### src/rtl/stk_alu_pkg.sv
// Package: operation codes and word geometry shared by the stack ALU.
// Assumes the select field is exactly 3 bits wide.
package stk_alu_pkg;
    localparam int unsigned DATA_W = 20;
    localparam int unsigned WORD_W = DATA_W + 1;

    typedef enum logic [2:0] {
        OP_AND   = 3'd0,
        OP_XOR   = 3'd1,
        OP_COM   = 3'd2,
        OP_ADD   = 3'd3,
        OP_SHL   = 3'd4,
        OP_SHR   = 3'd5,
        OP_ADDNZ = 3'd6,
        OP_PASS  = 3'd7
    } alu_op_e;
endpackage

### src/rtl/stk_alu_arith.sv
// Adder for the add and conditional-add paths.
// Sums the data bits of both words and returns the carry out in the top result bit.
// Assumes the caller strips the carry bit from the operands.
module stk_alu_arith #(
    parameter int unsigned DW = 20
) (
    input  logic [DW-1:0] a_i,
    input  logic [DW-1:0] b_i,
    output logic [DW:0]   sum_o
);
    // zero-extended sum so the carry lands in bit DW
    always_comb begin
        sum_o = {1'b0, a_i} + {1'b0, b_i};
    end
endmodule

### src/rtl/stk_alu_bitwise.sv
// Logic and shift paths of the stack ALU.
// Operates on full words of DW+1 bits, where bit DW is the carry.
// Assumes DW >= 2 so that the two preserved right-shift bits exist.
module stk_alu_bitwise #(
    parameter int unsigned DW = 20
) (
    input  logic [DW:0] t_i,
    input  logic [DW:0] s_i,
    output logic [DW:0] and_o,
    output logic [DW:0] xor_o,
    output logic [DW:0] com_o,
    output logic [DW:0] shl_o,
    output logic [DW:0] shr_o
);
    // bitwise combine and invert across the whole word
    always_comb begin
        and_o = t_i & s_i;
        xor_o = t_i ^ s_i;
        com_o = ~t_i;
    end

    // left shift passes data bit DW-1 into the carry; right shift keeps the two top bits
    always_comb begin
        shl_o = {t_i[DW-1:0], 1'b0};
        shr_o = {t_i[DW], t_i[DW-1], t_i[DW-1:1]};
    end
endmodule

### src/rtl/stk_alu.sv
// Top of the stack ALU: selects one operation result and registers it.
// The pop request is registered with the result.
// Assumes operands are stable while valid_in is high; one cycle of latency.
module stk_alu
    import stk_alu_pkg::*;
#(
    parameter int unsigned DW = DATA_W
) (
    input  logic          clk,
    input  logic          rst_n,
    input  logic          valid_in,
    input  logic [2:0]    op_sel,
    input  logic [DW:0]   t_in,
    input  logic [DW:0]   s_in,
    output logic [DW:0]   t_out,
    output logic          pop_s,
    output logic          valid_out
);
    localparam int unsigned WW = DW + 1;

    alu_op_e      op;
    logic [WW-1:0] and_w, xor_w, com_w, shl_w, shr_w, sum_w;
    logic [WW-1:0] next_t;
    logic          next_pop;

    assign op = alu_op_e'(op_sel);

    stk_alu_bitwise #(.DW(DW)) bitwise_i (
        .t_i(t_in), .s_i(s_in),
        .and_o(and_w), .xor_o(xor_w), .com_o(com_w),
        .shl_o(shl_w), .shr_o(shr_w)
    );

    stk_alu_arith #(.DW(DW)) arith_i (
        .a_i(t_in[DW-1:0]), .b_i(s_in[DW-1:0]), .sum_o(sum_w)
    );

    // pick the result and the pop request for the selected operation
    always_comb begin
        next_pop = 1'b0;
        unique case (op)
            OP_AND:   begin next_t = and_w; next_pop = 1'b1; end
            OP_XOR:   begin next_t = xor_w; next_pop = 1'b1; end
            OP_COM:   next_t = com_w;
            OP_ADD:   begin next_t = sum_w; next_pop = 1'b1; end
            OP_SHL:   next_t = shl_w;
            OP_SHR:   next_t = shr_w;
            OP_ADDNZ: next_t = t_in[0] ? sum_w : t_in;
            default:  next_t = t_in;
        endcase
    end

    // result register: loads on valid, holds otherwise
    always_ff @(posedge clk) begin
        if (!rst_n) begin
            t_out     <= '0;
            pop_s     <= 1'b0;
            valid_out <= 1'b0;
        end else begin
            valid_out <= valid_in;
            pop_s     <= valid_in & next_pop;
            if (valid_in) t_out <= next_t;
        end
    end

    a_r2_valid_delay: assert property (@(posedge clk) disable iff (!rst_n)
        valid_in |=> valid_out);
    a_r2_hold_idle: assert property (@(posedge clk) disable iff (!rst_n)
        !valid_in |=> ($stable(t_out) && !pop_s && !valid_out));
    a_r4_com_inverts: assert property (@(posedge clk) disable iff (!rst_n)
        (valid_in && op_sel == 3'd2) |=> (t_out == ~$past(t_in)));
    a_r7_shr_keeps_top: assert property (@(posedge clk) disable iff (!rst_n)
        (valid_in && op_sel == 3'd5) |=> (t_out[DW:DW-1] == $past(t_in[DW:DW-1])));
    a_r9_addnz_idle: assert property (@(posedge clk) disable iff (!rst_n)
        (valid_in && op_sel == 3'd6 && !t_in[0]) |=> (t_out == $past(t_in)));
    a_r11_pop_ops: assert property (@(posedge clk) disable iff (!rst_n)
        valid_in |=> (pop_s == ($past(op_sel) inside {3'd0, 3'd1, 3'd3})));
    a_r11_pop_with_valid: assert property (@(posedge clk) disable iff (!rst_n)
        pop_s |-> valid_out);
endmodule

### config.mk
export PLATFORM = sky130hd
export DESIGN_NAME = stk_alu
export DESIGN_NICKNAME = d
export VERILOG_FILES = /design/src/rtl/stk_alu_pkg.sv /design/src/rtl/stk_alu_arith.sv /design/src/rtl/stk_alu_bitwise.sv /design/src/rtl/stk_alu.sv
export SDC_FILE = /design/constraint.sdc
export NUM_CORES = 1
export LEC_CHECK = 0
export ABC_CLOCK_PERIOD_IN_PS = 2980
export BUFFER_PORTS_ARGS = -buffer_cell sky130_fd_sc_hd__buf_2
export CAP_MARGIN = 0
export CORE_MARGIN = 2
export CORE_UTILIZATION = 55
export DETAILED_ROUTE_END_ITERATION = 7
export GPL_TIMING_DRIVEN = 0
export PLACE_DENSITY_LB_ADDON = 0.2
export SYNTH_ARGS = -nofsm -noshare
export SYNTH_HDL_FRONTEND = slang
export SYNTH_SLANG_ARGS = --single-unit
### constraint.sdc
create_clock -name clk -period 2.98 [get_ports clk]
set_clock_uncertainty 0.1 [all_clocks]
set_input_delay 0.298 -clock clk [delete_from_list [all_inputs] [get_ports clk]]
set_output_delay 0.298 -clock clk [all_outputs]
set_load 0.01 [all_outputs]
==> metrics <==
result of the run complete, no violations; Syn Area/Cell 7.38 um2; Area growth, synth to finish 14.0%; die height 82.1 um; final number of setup-violating endpoints 0; Levels on crit path 9; peak ir drop on the vdd network 0.000202 V; cell with the largest stage delay on the worst path fa_1; type of the tightest min-delay check in -> reg; endpoint class of the critical path flop; maximum fanout count along the critical path 9; worst hold path depth 3; TritonCTS clock tree built; Final period util 94.0%; pin count of the biggest net entering global routing 14; leading area contributor after synthesis dfxtp_1; met3 track demand over resource in global routing 9.02%; number of optimization iterations in the first detailed-route pass 5; Setup Buffers After CTS 0; overall fraction of global-route tracks in use 38.1%; FFs w/ async S/R, synth 0%; number of synthesized flops with an enable pin 0; post-synthesis sequential area ratio 13.7%; count of distinct cell types in the synthesized netlist 71; antenna violations before repair 0; IO Count 71; buffering stage count on the worst path with inverters included 1; final wirelength 13.0 mm; count of routing violations after the opening detailed-route iteration 537; Max Cap Violations 0; TNS Setup 0 ns; slack of the critical path 0.179 ns; area of the core region between 5000 and 6000 um2; Avg Vias per Cell 6.86; met1 demand-to-capacity share in global routing around 56%; signal arrival time at the worst endpoint 2.87 ns; Die Width 82.1 um; beginning of the worst hold path valid_in; synthesis-stage register bit count 23; library cell with the highest instance count after synthesis a21oi_1; post-layout min period 2.80 ns; global routing's busiest layer met2; ant diodes 0; number of design rule violations left after detail routing 0; starting density of the core ~57%; CTS buffer count 3; total number of nets in the final design 597; Sinks on Clock Net 23; cell leakage power 1.66 nW; Slew Limit Fails 0; CTS root buf clkbuf_8; total standard cell area after synthesis 3360 um2; launching instance or port of the critical path t_in[0]; Mapped Cells 455; net count of the mapped netlist 526; worst-skew pair later-pin latency 0.27 ns; commonest cells in the synthesized netlist 49 x a21oi_1, 41 x nor2_1, 34 x o21ai_0; count of vias placed by the detailed router 4115; buffer depth of the longest clock path 2; main area contributors after synthesis dfxtp_1 14%, ha_1 8.2%, a21oi_1 7.3%; start-to-end type of the worst setup path in -> reg; area fraction of the dominant cell type after synthesis 13.7%; slowest cell delay on critical path 0.44 ns; cell repeated most along the worst path a21oi_1; number of port buffers 66; Place WS -0.00640 ns; number of gates given a new drive strength after cts 0; YS warnings 0; number of H-tree levels 1; via count of the first global-routing pass 3511; R2R cell count 5; global routing usage on met2 between 50% and 60%; startpoint of the most critical register-to-register path t_out[7]; detail-routed net length per standard cell 21.7 um; CTS hold repair buffers 0; number of hold violations in the final report 0; half-perimeter wire length after placement 9.71 mm; share of cells above drive strength 1 22.3%; Reg clk slew, reported paths approximately 0.1 ns; die area slightly below 7000 um2; f_max 357 MHz; slew at the pin with the worst max-slew slack 0.835 ns; overflow left after global routing 0; setup repair after global routing missed its margin no; total power per unit cell area 323 nW/um2; global-route wire length before repair 19.3 mm; startpoint kind of the worst setup timing path input pin; CP required 3.05 ns; worst slew slack as a fraction of its limit 44.1%; Row Count 28; global placer's final weighted congestion 1.03; count of nets left with antenna violations after detail routing 0; Worst path top cell family by delay compound AO/OA/AOI/OAI gates; critical path, cell by cell buf_2, ha_1, fa_1, a21oi_1, o211ai_1, a21oi_1, o31ai_2, a2111oi_4, o21ai_1; dominant register cell in the synthesized netlist dfxtp_1
registers in the layout, summed over array words and instances (netlist names):
register,flops
pop_s,1
valid_out,1
t_out,21
cell families (layout without fill, tap and decap cells):
family,count (synthesis),count (layout),synth area share [%]
and+or+nand+nor,130,130,18.8
AOI/OAI and AO/OA,193,193,39.9
muxes,22,22,8.20
buffers and inverters,54,124,7.94
DFF,23,23,13.7
adders and majority gates,23,23,8.80
xor gates and xnor gates,10,10,2.61
final cells by class:
type,instances,area [um2]
buffer,40,214
clock buffer,3,41.3
clock inverter,1,5.00
fill,541,2090
inverter,14,52.6
multi-input combinational,378,2630
sequential,23,460
tap,75,93.8
timing repair buffer,66,330
per-stage QoR:
| step | cells | util [%] | total power, mW | area (um2) | hold WS [ns] |
|---|---|---|---|---|---|
| after floorplan | 455 | - | 0.792 | 3360 | 0.382 |
| after global placement | 596 | 63.8 | 0.993 | 3780 | 0.345 |
| after detailed placement | 596 | 63.8 | 1.00 | 3780 | 0.350 |
| after CTS | 600 | 64.6 | 1.21 | 3830 | 0.246 |
| after global routing | 600 | 64.6 | 1.29 | 3830 | 0.265 |
| final | 600 | 64.6 | 1.24 | 3830 | 0.246 |
placed cells by master (no fill, tap or decap), types with 7 or more instances in the layout:
master and count:
a211oi_1 7, a21oi_1 49, a221oi_1 8, a22oi_1 9
a31oi_1 10, buf_2 84, clkbuf_1 12, dfxtp_1 23
ha_1 22, inv_1 12, mux2i_1 17, nand2_1 32
nand3_1 11, nor2_1 41, nor2b_1 7, nor3_1 9
o211ai_1 8, o21ai_0 34
per-layer routing:
layer | share of wire [%] | vias up
li1 | - | 1871
met1 | 43 | 1910
met2 | 43 | 317
met3 | 14 | 17
met4 | 1.1 | 0
met5 | 0 | -
final timing paths:
| path | endpoint | slack, ns |
|---|---|---|
| max | t_out[20] | 0.18 |
| min | pop_s | 0.25 |
| max reg2reg | t_out[7] | 1.73 |
| min reg2reg | t_out[19] | 0.36 |
tightest hold or removal path, stage by stage:
cell and delay (ns):
buf_2 0.10, nand2_1 0.11, nor3_1 0.07
power by group:
part / internal (mW) / leakage (nW) / switching, mW / total (mW)
combinational: 0.260 / 1.44 / 0.417 / 0.677
clock: 0.0938 / 0.0255 / 0.118 / 0.212
sequential: 0.334 / 0.190 / 0.0126 / 0.347
total: 0.688 / 1.66 / 0.548 / 1.24
(Power assumes the default switching activity.)
